[config.mk]
export PLATFORM = sky130hd
export DESIGN_NAME = gpio_mask_port
export DESIGN_NICKNAME = d
export VERILOG_FILES = /design/src/rtl/gpio_mask_pkg.sv /design/src/rtl/gpio_mask_decode.sv /design/src/rtl/gpio_in_sync.sv /design/src/rtl/gpio_mask_port.sv
export SDC_FILE = /design/constraint.sdc
export NUM_CORES = 1
export LEC_CHECK = 0
export BUFFER_PORTS_ARGS = -buffer_cell sky130_fd_sc_hd__clkbuf_2
export CELL_PAD_IN_SITES_DETAIL_PLACEMENT = 2
export CELL_PAD_IN_SITES_GLOBAL_PLACEMENT = 2
export CORE_MARGIN = 2
export CORE_UTILIZATION = 34
export CTS_CLUSTER_SIZE = 8
export DETAILED_ROUTE_END_ITERATION = 6
export PLACE_DENSITY = 0.81
export SLEW_MARGIN = 0
export SYNTH_ARGS = -nofsm -noshare
export SYNTH_HDL_FRONTEND = slang
export SYNTH_SLANG_ARGS = --single-unit
[constraint.sdc]
create_clock -name clk -period 2.1 [get_ports clk]
set_input_delay 0 -clock clk [delete_from_list [all_inputs] [get_ports clk]]
set_output_delay 0 -clock clk [all_outputs]
set_load 0.01 [all_outputs]
[src/rtl/gpio_mask_pkg.sv]
package gpio_mask_pkg;

    // Which register an access falls into.
    typedef enum logic [1:0] {
        RGN_NONE = 2'd0,
        RGN_DATA = 2'd1,
        RGN_DIR  = 2'd2
    } gpio_region_e;

endpackage

[src/rtl/gpio_mask_decode.sv]
module gpio_mask_decode
    import gpio_mask_pkg::*;
#(
    parameter int unsigned PINS   = 8,
    parameter int unsigned ADDR_W = 12
) (
    input  logic [ADDR_W-1:0] addr,
    output gpio_region_e      region,
    output logic [PINS-1:0]   pin_mask
);

    // The direction register sits right above the data window.
    localparam logic [ADDR_W-1:0] DIR_OFS = ADDR_W'(1) << (PINS + 2);

    always_comb begin
        pin_mask = addr[PINS+1:2];
        if (addr < DIR_OFS) begin
            region = RGN_DATA;
        end else if (addr == DIR_OFS) begin
            region = RGN_DIR;
        end else begin
            region = RGN_NONE;
        end
    end

endmodule

[src/rtl/gpio_in_sync.sv]
module gpio_in_sync #(
    parameter int unsigned WIDTH  = 8,
    parameter int unsigned STAGES = 2
) (
    input  logic             clk,
    input  logic             rst_n,
    input  logic [WIDTH-1:0] async_in,
    output logic [WIDTH-1:0] sync_out
);

    logic [STAGES-1:0][WIDTH-1:0] stage_q;

    for (genvar g = 0; g < STAGES; g++) begin : g_stage
        if (g == 0) begin : g_first
            always_ff @(posedge clk or negedge rst_n) begin
                if (!rst_n) stage_q[g] <= '0;
                else        stage_q[g] <= async_in;
            end
        end else begin : g_next
            always_ff @(posedge clk or negedge rst_n) begin
                if (!rst_n) stage_q[g] <= '0;
                else        stage_q[g] <= stage_q[g-1];
            end
        end
    end

    assign sync_out = stage_q[STAGES-1];

endmodule

[src/rtl/gpio_mask_port.sv]
module gpio_mask_port
    import gpio_mask_pkg::*;
#(
    parameter int unsigned PINS        = 8,
    parameter int unsigned ADDR_W      = 12,
    parameter int unsigned SYNC_STAGES = 2
) (
    input  logic              clk,
    input  logic              rst_n,
    input  logic [ADDR_W-1:0] bus_addr,
    input  logic              bus_wr,
    input  logic              bus_rd,
    input  logic [PINS-1:0]   bus_wdata,
    output logic [PINS-1:0]   bus_rdata,
    input  logic [PINS-1:0]   pad_in,
    output logic [PINS-1:0]   pad_out,
    output logic [PINS-1:0]   pad_oe
);

    typedef struct packed {
        logic [PINS-1:0] dir;
        logic [PINS-1:0] dout;
        logic [PINS-1:0] rdata;
    } port_state_t;

    port_state_t     st_d, st_q;
    gpio_region_e    region;
    logic [PINS-1:0] pin_mask;
    logic [PINS-1:0] in_sync;
    logic [PINS-1:0] pin_val;

    gpio_mask_decode #(
        .PINS   (PINS),
        .ADDR_W (ADDR_W)
    ) u_decode (
        .addr     (bus_addr),
        .region   (region),
        .pin_mask (pin_mask)
    );

    gpio_in_sync #(
        .WIDTH  (PINS),
        .STAGES (SYNC_STAGES)
    ) u_sync (
        .clk      (clk),
        .rst_n    (rst_n),
        .async_in (pad_in),
        .sync_out (in_sync)
    );

    // Next-state logic.
    always_comb begin
        st_d       = st_q;
        st_d.rdata = '0;
        // Output pins read their driven level, input pins read the synchronised pad.
        pin_val    = (st_q.dir & st_q.dout) | (~st_q.dir & in_sync);

        if (bus_wr) begin
            unique case (region)
                RGN_DATA: st_d.dout = (st_q.dout & ~pin_mask) | (bus_wdata & pin_mask);
                RGN_DIR:  st_d.dir  = bus_wdata;
                default:  ;
            endcase
        end

        if (bus_rd) begin
            unique case (region)
                RGN_DATA: st_d.rdata = pin_val & pin_mask;
                RGN_DIR:  st_d.rdata = st_q.dir;
                default:  st_d.rdata = '0;
            endcase
        end
    end

    always_ff @(posedge clk or negedge rst_n) begin
        if (!rst_n) st_q <= '0;
        else        st_q <= st_d;
    end

    assign bus_rdata = st_q.rdata;
    assign pad_out   = st_q.dout;
    assign pad_oe    = st_q.dir;

endmodule

Word level (Yosys, flattened, before mapping)
Cells that the tools add are included.
- div/mod/pow operators: 0
- muxes and demuxes: 4
- equality and inequality tests: 3
- $mul: 0
- add/subtract/negate cells: 0
- reduce and logical (&&, ||, !) cells: 2
- shift-type cells: 0
- bitwise gates (word level): 9
- magnitude comparators: 1
- operators by type and width (operator ; number):
    AND 8 bit ; 5
    NOT 8 bit ; 2
    bitwise OR 8 bit ; 2
    case mux 8 bit (2 select lines) ; 1
    == test 12 x 11 -> 1 bit (second input constant) ; 1
    < comparator 12 x 11 -> 1 bit (second input constant) ; 1
    two-way mux 8 bit ; 1
    two-way mux 2 bit ; 2
    AND reduction 2 bit ; 2
    == test 2 x 1 -> 1 bit (second input constant) ; 1
    == test 2 bit (second input constant) ; 1
- memory bits (writable): 0
- word-level logic and storage cells: 24
- register bits: 40
- bits in latches: 0
- ROM bits: 0
- memories kept: 0
- output and inout port bits: 24
- bits of input ports: 32

Longest topological paths before layout
Gate-level depths: netlist of the first run.
- depth in word-level cells: 6
- gate-level depth with buffers: 4
- gate-level depth less buffers: 3

Hierarchy
A second synthesis of the first run with hierarchy kept.
- cell total of the unflattened synthesis: 123
- area total of the unflattened synthesis: 1662.8 µm²
- modules (own cells, without submodules) (module ; area each (µm²) ; sequential area each (µm²) ; times used ; cells each):
    gpio_mask_port ; 1111.1 ; 600.6 ; 1 ; 86
    gpio_in_sync ; 460.4 ; 400.4 ; 1 ; 24
    gpio_mask_decode ; 91.3 ; 0.0 ; 1 ; 13

Least setup slack after synthesis of the first run
Ideal clock, no wire load.
- kind: input -> register
- from: input port bus_addr[6]
- to: register st_q, in the netlist pad_oe[0]
- buffers on the path: 0
- data arrival time: 1002 ps
- library setup time: 125 ps
- stages: 3
- data required time: 1975 ps
- slack: 973 ps
- cells stage by stage: nor4b_4 nand4_4 mux2_2
- longest elaborated chain between the ends: 5
- elaborated cells between the ends (all ways): 6
- classes of those cells: 1 x order compare; 2 x eq/ne; 2 x mux; 1 x reduce/logical
- RTL lines (element ; RTL line ; RTL):
    from (decl) ; gpio_mask_port.sv:10 ; input logic [ADDR_W-1:0] bus_addr,
    parallel branches: the longest is 2 deep, another holds < comparator 12 x 11 -> 1 bit ; - ;
    two-way mux 2 bit (*) ; gpio_mask_decode.sv:17 ; if (addr < DIR_OFS) begin
    == test 2 bit (*) ; gpio_mask_port.sv:59 ; unique case (region)
    AND reduction 2 bit (no source line) (*) ; - ;
    to (signal assigned) ; gpio_mask_port.sv:77 ; else st_q <= st_d;
    to (decl) ; gpio_mask_port.sv:26 ; port_state_t st_d, st_q;
Mark *: on every way between the ends.
A chain may end at the register's enable or synchronous reset.

Worst setup path in the final report of the first run
- from: input port bus_addr[3]
- to: register st_q, in the netlist pad_oe[1]
Same word-level chain as after synthesis.

==> impl_metrics.yaml, run 1 <==
worst_setup_path:
  path_max_fanout: 9
  start_kind: "input port"
  crit_arrival_ns: 1.79
  cp-end-kind: "flip-flop"
  crit_slowest_cell: "dlygate4sd3_1"
  cpPeakStageDelay_ns: 0.54
  required_ns: 2.28
  regToRegStartpoint: "pad_oe[7]"
  crit_chain: "dlygate4sd3_1, clkbuf_2, nor4_4, buf_4, nand4_4, mux2_2"
  startpoint: "bus_addr[3]"
  critical_path_class: "in2reg"
clock_tree:
  clk_path_buf_depth: 2
  clock_sinks: 40
  cts_tree: "built"
  root_buffer: "clkbuf_8"
  clkLatencyLatePin_ns: 0.30
  htree_levels: 2
  cts_inserted_buffers: 5
  cts_resized: 0
  cts_setup_buffers: 0
  clk_pin_slew_ns: 0.08
die:
  core_mm2: 0.004384
  ios: 56
  die_h_um: 71.77
  fp.dieW_um: 71.77
  start_util_pct: 35.62
  rows: 24
  dieArea_mm2: 0.005151
yosys:
  syn_inst: 103
  synth_top_family_by_area: "multiplexers"
  synthXorXnorAreaFrac_pct: 0
  yosys_warnings: 0
  synth.area.mux_share_pct: 17.31
  synthAdderAreaFrac_pct: 0
  netlist.area_leader.share_pct: 64.10
  ys_seq_area_share_pct: 64.10
  synth.area.top_cells: "dfrtp_1 (64%), mux2_2 (17%), nand3_1 (5.1%)"
  ys_types: 11
  synth-simple-area-share_pct: 14.18
  synth_compound_area_share_pct: 3.846
  netlist_area_mm2: 0.001561
  synth_largest_area_cell: "dfrtp_1"
  synth_nets: 135
  ys_ff_latch: 40
  syn_area_per_cell_um2: 15.16
global_route:
  antenna_found_initial: 0
  gr-total-overflow: 0
  grt_usage_pct: 21.76
  grt_pass1_wl_mm: 7.969
  grt_max_degree: 41
  grt_pass1_vias: 1409
sta:
  slew_headroom_pct: 33.66
  setup_ws_ns: 0.4969
  period_minus_slack_ns: 1.603
  slew_violations: 0
  skew_ns: 0.005246
  tightest_slew_ns: 0.9951
  fin_crit_sh_pct: 76.34
  tns_ns: 0
  rsz0062_at_grt: "false"
  hold_viol_final: 0
  max_freq_mhz: 623.8
  setup_viol: 0
run_status:
  status: "finished clean"
place:
  gp_congestion: 0.7598
  dp_hpwl_mm: 3.270
  io_buffers: 55
  dp_cells: 212
  post-place-ws_ns: 0.7967
routing:
  ant_nets: 0
  wire_per_inst_um: 20.87
  drt_pass1_iterations: 4
  routed_wl_mm: 4.988
  viasPerCell: 5.176
  num_vias: 1237
  drt-initial-drc-count: 25
  drc: 0
finish:
  fillers: 441
  drive_above_1_share_pct: 50.27
  diodes: 0
  register_area_mm2: 0.001001
  multi_input_area_um2: 551.8
  area_growth_pct: 42.23
  layout.cells.non_filler: 239
  nets: 218
  fin_util_pct: 50.66
flow_run:
  maxCapViolations: 0
worst_hold_path:
  min-delay-start: "bus_addr[6]"
  hp-class: "in2reg"
pwr:
  vdd_drop_max_mv: 0.4244
  p_per_area_mw_per_mm2: 766.6
  total_power_mw: 1.703
  p_leak_nw: 1.060
kinds of logic after synthesis:
| kind of cell | count (synthesis) |
|---|---|
| flops | 40 |
| simple gates | 29 |
| mux | 24 |
| compound gates | 8 |
| buf+inv | 2 |
synthesized netlist by cell type:
library cell,number
nand4_1,8
nor4b_4,1
clkbuf_1,1
mux2_2,24
buf_2,1
dfrtp_1,40
a21boi_0,8
nand4_4,1
nand3_1,16
nor4_4,2
nor2_1,1
per-stage QoR:
stage	hold WS [ns]	cell area, um^2
floorplan	-0.2956	1562
global placement	0.1089	1923
detailed placement	0.1115	1923
CTS	0.006613	2221
global route	0.01595	2221
finish	0.01173	2221
metal layers:
metal  wire, um  GRT usage, %  part of all wire (%)
met4         91         7.128                   1.8
met1       1874         23.65                    38
met3        194         6.048                   3.9
met2       2828         40.53                    57
met5          0             0                     0
layout make-up:
cell class                      instances  area share (%)
Timing Repair Buffer                   78           22.31
Clock buffer                            6           3.268
Sequential cell                        40           45.07
Tap cell                               52           2.930
Clock inverter                          2           1.577
Multi-Input combinational cell         61           24.85
power by group:
part	leakage, nW	switching, mW	internal, mW
clock network	0.0552	0.267	0.353
logic	0.500	0.113	0.111
registers	0.505	0.0360	0.823
path summary, 6_finish.rpt:
check                                     end  slack (ns)  cells past startpoint
max                                 pad_oe[1]        0.50                      6
min                              bus_rdata[4]        0.01                      3
max reg2reg                      bus_rdata[7]        0.95                      3
min reg2reg                u_sync.sync_out[4]        0.36                      0
max in group asynchronous           async pin        1.09                      2
min in group asynchronous   u_sync.stage_q[4]        0.39                      2
cell usage in the layout, fill, tap and decap left out:
cell | Yosys | final
clkinv_2 | 0 | 1
mux2_2 | 24 | 24
clkbuf_2 | 0 | 55
dlygate4sd3_1 | 0 | 19
clkbuf_1 | 1 | 1
dfrtp_1 | 40 | 40
a21boi_0 | 8 | 8
nor2_1 | 1 | 1
buf_4 | 0 | 4
bufinv_16 | 0 | 1
nand4_1 | 8 | 8
nand4_4 | 1 | 1
clkbuf_8 | 0 | 5
nor4b_4 | 1 | 1
nand3_1 | 16 | 16
nor4_4 | 2 | 2
repair_timing:
item,4_1_cts,5_1_grt
setup endpoints to repair,0,0
hold endpoints to repair,66,0
hold buffers,19,0
worst max-delay path: cells and delay by family:
kind,cells,cell delay [ns]
mux,1,0.35
simple gates,2,0.52
buf+inv,3,0.92
Note: power is estimated with default switching activity, not from simulation.
==> run 2, diff against run 1 <==
--- a/config.mk
+++ b/config.mk
@@ -5,14 +5,15 @@
 export SDC_FILE = /design/constraint.sdc
 export NUM_CORES = 1
 export LEC_CHECK = 0
+export ABC_AREA = 1
 export BUFFER_PORTS_ARGS = -buffer_cell sky130_fd_sc_hd__clkbuf_2
 export CELL_PAD_IN_SITES_DETAIL_PLACEMENT = 2
 export CELL_PAD_IN_SITES_GLOBAL_PLACEMENT = 2
 export CORE_MARGIN = 2
-export CORE_UTILIZATION = 34
+export CORE_UTILIZATION = 29
 export CTS_CLUSTER_SIZE = 8
 export DETAILED_ROUTE_END_ITERATION = 6
-export PLACE_DENSITY = 0.81
+export PLACE_DENSITY = 0.77
 export SLEW_MARGIN = 0
 export SYNTH_ARGS = -nofsm -noshare
 export SYNTH_HDL_FRONTEND = slang
==> constraint.sdc (replaced) <==
create_clock -name clk -period 1.6 [get_ports clk]
set_input_delay 0 -clock clk [delete_from_list [all_inputs] [get_ports clk]]
set_output_delay 0 -clock clk [all_outputs]
set_load 0.01 [all_outputs]
==> impl_metrics.yaml, run 2 <==
sta:
  skew_ns: 0.004862
  tns_ns: 0
  period_minus_slack_ns: 1.271
  slew_headroom_pct: 65.64
  fin_crit_sh_pct: 79.47
  tightest_slew_ns: 0.5155
  holdWs_ns: 0.001666
  slew_violations: 0
  setup_viol: 0
  hold_viol_final: 0
  max_freq_mhz: 786.5
  rsz0062_at_grt: "false"
worst_hold_path:
  min_path_cells: 3
  hp-class: "in2reg"
  min-delay-start: "bus_addr[5]"
clock_tree:
  cts_resized: 0
  clkLatencyLatePin_ns: 0.29
  cts_inserted_buffers: 5
  clk_path_buf_depth: 2
  clock_sinks: 40
  clk_pin_slew_ns: 0.07
  htree_levels: 2
  cts_tree: "built"
  root_buffer: "clkbuf_8"
worst_setup_path:
  start_kind: "input port"
  reg2reg_depth: 3
  required_ns: 1.80
  regToRegStartpoint: "pad_oe[2]"
  reg2reg_slack_ns: 0.55
  r2r-end: "bus_rdata[2]"
  cp-end-kind: "flip-flop"
  critical_path_class: "in2reg"
  path_max_fanout: 15
  crit_arrival_ns: 1.47
finish:
  fin_util_pct: 42.49
  drive_above_1_share_pct: 29.20
  final_common_cell: "clkbuf_2"
  diodes: 0
  most-common-layout-cells: "clkbuf_2 (55), nand2_1 (51), dfrtp_1 (40)"
  nets: 282
  area_growth_pct: 43.40
yosys:
  netlist.area_leader.share_pct: 62.11
  postSynth.asyncResetShare_pct: 100.0
  netlist_area_mm2: 0.001612
  syn_area_per_cell_um2: 9.887
  yosysMostFrequentCell: "nand2_1"
  ys_types: 15
  synth_largest_area_cell: "dfrtp_1"
  ys.flop_type: "dfrtp_1"
  synth_nets: 195
  synth_commonest_cells: "nand2_1 (51), dfrtp_1 (40), nand3_1 (22)"
  synth_edf_count: 0
  ys_seq_area_share_pct: 62.11
  synth.area.top_cells: "dfrtp_1 (62%), nand2_1 (12%), nand3_1 (6.8%)"
  ys_ff_latch: 40
  yosys_warnings: 0
  syn_inst: 163
pwr:
  pwr-share-comb_pct: 13.4
  switching_share_pct: 25.91
  total_power_mw: 2.012
  p_int_mw: 1.491
  vdd_drop_max_mv: 0.3858
  p_leak_nw: 1.164
  p_clk_share_pct: 31.3
  seqPwrFrac_pct: 55.3
  p_per_area_mw_per_mm2: 870.6
  switchingPower_mw: 0.5213
die:
  fp.dieW_um: 78.55
  ios: 56
  start_util_pct: 29.63
  core_mm2: 0.005439
  die_h_um: 78.55
  dieArea_mm2: 0.006169
  rows: 27
flow_run:
  maxCapViolations: 0
routing:
  drt-initial-drc-count: 40
  drc: 0
  routed_wl_mm: 4.729
  num_vias: 1508
  drt_pass1_iterations: 4
  viasPerCell: 4.683
  wire_per_inst_um: 14.69
  ant_nets: 0
global_route:
  grt_util_met2_pct: 32.14
  gr-total-overflow: 0
  busiest_layer: "met2"
  antenna_found_initial: 0
  grt_usage_pct: 16.63
  grt_pass1_wl_mm: 7.941
  grt_max_degree: 41
  use_met3_pct: 3.448
  grt_pass1_vias: 1676
  grt_util_met1_pct: 18.29
place:
  gp_congestion: 0.7125
  io_buffers: 55
  dp_hpwl_mm: 3.221
run_status:
  status: "finished clean"
## run 2: cell types whose count changed after synthesis, sizes merged, moves of 2 or more
cell	change
a21oi	+8
nor2	+6
o21ai	+8
buf	+3
nand3	+9
inv	+10
nand2	+51
mux2	-24
a21boi	-8
nor4	-2
## run 2: per-stage QoR
| stage | instances | setup WS (ns) | cell area (um^2) |
|---|---|---|---|
| final | 322 | 0.3286 | 2311 |
| after global routing | 322 | 0.2127 | 2311 |
| after CTS | 321 | 0.03261 | 2291 |
| after detailed placement | 290 | 0.2600 | 1973 |
| after global placement | 290 | 0.3164 | 1973 |
| after floorplan | 163 | 0.7215 | 1612 |
## run 2: final cells by class
cell class	count	area (um^2)
clock inverter	1	5.005
tap	72	90.09
multi-input combinational	109	539.3
timing repair buffer	84	565.5
clock buffer	6	72.57
fill	631	3128
sequential	40	1001
inverter	10	37.54
## run 2: layer usage
| metal | vias to the layer above | routed length [um] |
|---|---|---|
| met5 | - | 0 |
| met4 | 0 | 51 |
| met3 | 5 | 155 |
| met2 | 31 | 2609 |
| met1 | 761 | 1913 |
| li1 | 711 | - |
## run 2: how the worst max path moves through the flow
stage | start | to | slack (ns) | depth (start not counted)
finish | bus_addr[2] | bus_rdata[2] | 0.33 | 8
global route | bus_addr[2] | bus_rdata[2] | 0.21 | 8
CTS | bus_addr[2] | pad_oe[5] | 0.03 | 8
detailed placement | bus_addr[3] | pad_oe[0] | 0.26 | 7
global placement | bus_addr[3] | pad_oe[1] | 0.32 | 7
floorplan | pad_oe[5] | bus_rdata[5] | 0.72 | 3
## run 2: cells by family after synthesis
kind of cell	count (synthesis)	share of synthesized area [%]
simple gates	93	28.49
flops	40	62.11
compound gates	16	4.969
buf+inv	14	4.426
## run 2: power by group through the flow
stage / Sequential, mW / Clock (mW) / Combinational, mW
after floorplan: 1.14 / 0 / 0.0730
after global placement: 1.13 / 0 / 0.227
after detailed placement: 1.13 / 0 / 0.235
after CTS: 1.11 / 0.654 / 0.273
after global routing: 1.12 / 0.695 / 0.303
final: 1.11 / 0.629 / 0.270
## run 2: critical path, stage by stage
cell	delay, ns
dlygate4sd3_1	0.53
clkbuf_2	0.14
nor2_1	0.12
nand2_1	0.12
nor2_4	0.15
buf_12	0.16
nand3_1	0.07
a21oi_1	0.19
## run 2: what timing repair did
action	in CTS	in global routing
setup buffers	0	1
hold endpoints to repair	64	0
setup endpoints to repair	0	8
hold buffers	24	0
==> run 3, diff against run 2 <==
==> constraint.sdc (replaced) <==
create_clock -name clk -period 1.3 [get_ports clk]
set_input_delay 0 -clock clk [delete_from_list [all_inputs] [get_ports clk]]
set_output_delay 0 -clock clk [all_outputs]
set_load 0.01 [all_outputs]
==> impl_metrics.yaml, run 3 (same netlist as run 2, synthesis figures left out) <==
run_status:
  status: "finished clean"
finish:
  diodes: 0
  fin_util_pct: 43.32
  final_common_cell: "clkbuf_2"
  drive_above_1_share_pct: 29.53
  area_growth_pct: 46.20
  fillers: 607
  most-common-layout-cells: "clkbuf_2 (55), nand2_1 (51), dfrtp_1 (40)"
  nets: 285
worst_setup_path:
  reg2reg_depth: 3
  path_max_fanout: 2
  critical_path_class: "in2reg"
  cp-end-kind: "flip-flop"
  regToRegStartpoint: "pad_oe[7]"
  crit_top_cell: "dlygate4sd3_1"
  crit_slowest_cell: "dlygate4sd3_1"
  reg2reg_slack_ns: 0.31
  crit_chain: "dlygate4sd3_1, clkbuf_2, nand3_1, dlygate4sd3_1, nand2_1"
  crit_arrival_ns: 1.36
  required_ns: 1.48
  cpPeakStageDelay_ns: 0.57
  r2r-end: "bus_rdata[7]"
  start_kind: "input port"
worst_hold_path:
  hold_end: "bus_rdata[5]"
  hp-class: "in2reg"
  min-delay-start: "bus_addr[7]"
  min_path_cells: 3
clock_tree:
  root_buffer: "clkbuf_8"
  clkLatencyLatePin_ns: 0.29
  cts_setup_buffers: 0
  cts_inserted_buffers: 5
  clock_sinks: 40
  cts_resized: 0
  clk_pin_slew_ns: 0.07
  htree_levels: 2
  cts_tree: "built"
  clk_path_buf_depth: 2
pwr:
  p_per_area_mw_per_mm2: 1150
  p_int_mw: 2.041
  switchingPower_mw: 0.6689
  total_power_mw: 2.709
  vdd_drop_max_mv: 0.6062
  pwr-share-comb_pct: 12.5
  switching_share_pct: 24.69
  seqPwrFrac_pct: 50.5
  p_leak_nw: 1.184
  p_clk_share_pct: 36.9
sta:
  tightest_slew_ns: 0.5105
  max_freq_mhz: 850.4
  setup_viol: 0
  slew_headroom_pct: 65.96
  hold_viol_final: 0
  slew_violations: 0
  setup_ws_ns: 0.1241
  tns_ns: 0
  holdWs_ns: 0.006120
  fin_crit_sh_pct: 90.46
  rsz0062_at_grt: "false"
  skew_ns: 0.008398
  period_minus_slack_ns: 1.176
die:
  core_mm2: 0.005439
  dieArea_mm2: 0.006169
  rows: 27
  ios: 56
  start_util_pct: 29.63
  fp.dieW_um: 78.55
  die_h_um: 78.55
global_route:
  grt_pass1_vias: 1695
  gr-total-overflow: 0
  grt_usage_pct: 18.19
  grt_max_degree: 41
  antenna_found_initial: 0
  grt_pass1_wl_mm: 8.528
routing:
  ant_nets: 0
  num_vias: 1521
  wire_per_inst_um: 15.21
  drt-initial-drc-count: 43
  drc: 0
  drt_pass1_iterations: 4
  viasPerCell: 4.666
  routed_wl_mm: 4.960
place:
  io_buffers: 55
  post-place-ws_ns: 0.1629
  gp_congestion: 0.7450
  dp_hpwl_mm: 3.166
flow_run:
  maxCapViolations: 0
==> run 3: cell count changes in the layout (fill, tap and decap cells not counted), sizes merged <==
| cell | before | now |
|---|---|---|
| bufinv | 0 | 1 |
| buf | 5 | 6 |
| dlygate4sd3 | 24 | 26 |
==> run 3: worst max path at each step <==
stage                  from      endpoint  slack [ns]  cells after the start
6_report       bus_wdata[5]     flip-flop        0.12                      5
5_1_grt              bus_wr     flip-flop        0.05                      6
4_1_cts        bus_wdata[5]     flip-flop        0.15                      5
3_5_place_dp    bus_addr[9]     pad_oe[5]        0.16                      6
3_3_place_gp    bus_addr[9]     pad_oe[3]        0.22                      6
2_1_floorplan     pad_oe[5]  bus_rdata[5]        0.42                      3
==> run 3: critical path, delay by kind of cell <==
kind,cells,cell delay [ns]
buf+inv,3,1.22
simple gates,2,0.14
==> run 3: layout make-up <==
type	instances	area (um^2)	area share, %
inverters	10	37.54	1.593
clock inverters	2	35.03	1.487
clock buffers	6	72.57	3.080
multi-input cells	109	539.3	22.89
flip-flops and latches	40	1001	42.49
well taps	72	90.09	3.824
repair buffers	87	580.6	24.64
==> run 3: repair_timing <==
item / in CTS / in global routing
endpoints found under the setup margin: 0 / 0
endpoints found under the hold margin: 65 / 0
hold buffers: 26 / 0
==> run 3: metrics by stage <==
step,cells,instance area [um^2]
global placement,292,1988
detailed placement,292,1988
global route,326,2356
CTS,326,2356
finish,326,2356
floorplan,163,1612
==> run 3: power by group through the flow <==
| stage | registers (mW) | logic [mW] | clock network, mW |
|---|---|---|---|
| 6_report | 1.37 | 0.339 | 1.00 |
| 5_1_grt | 1.38 | 0.382 | 1.08 |
| 4_1_cts | 1.37 | 0.339 | 1.04 |
| 3_5_place_dp | 1.39 | 0.288 | 0 |
| 3_3_place_gp | 1.39 | 0.279 | 0 |
| 2_1_floorplan | 1.41 | 0.0899 | 0 |
==> run 3: metal layers <==
metal,GRT usage (%),vias up,routed length [um]
met5,0,-,0
met4,4.737,0,59
met3,4.138,6,193
met2,33.68,34,2813
met1,20.97,764,1893
li1,-,717,-
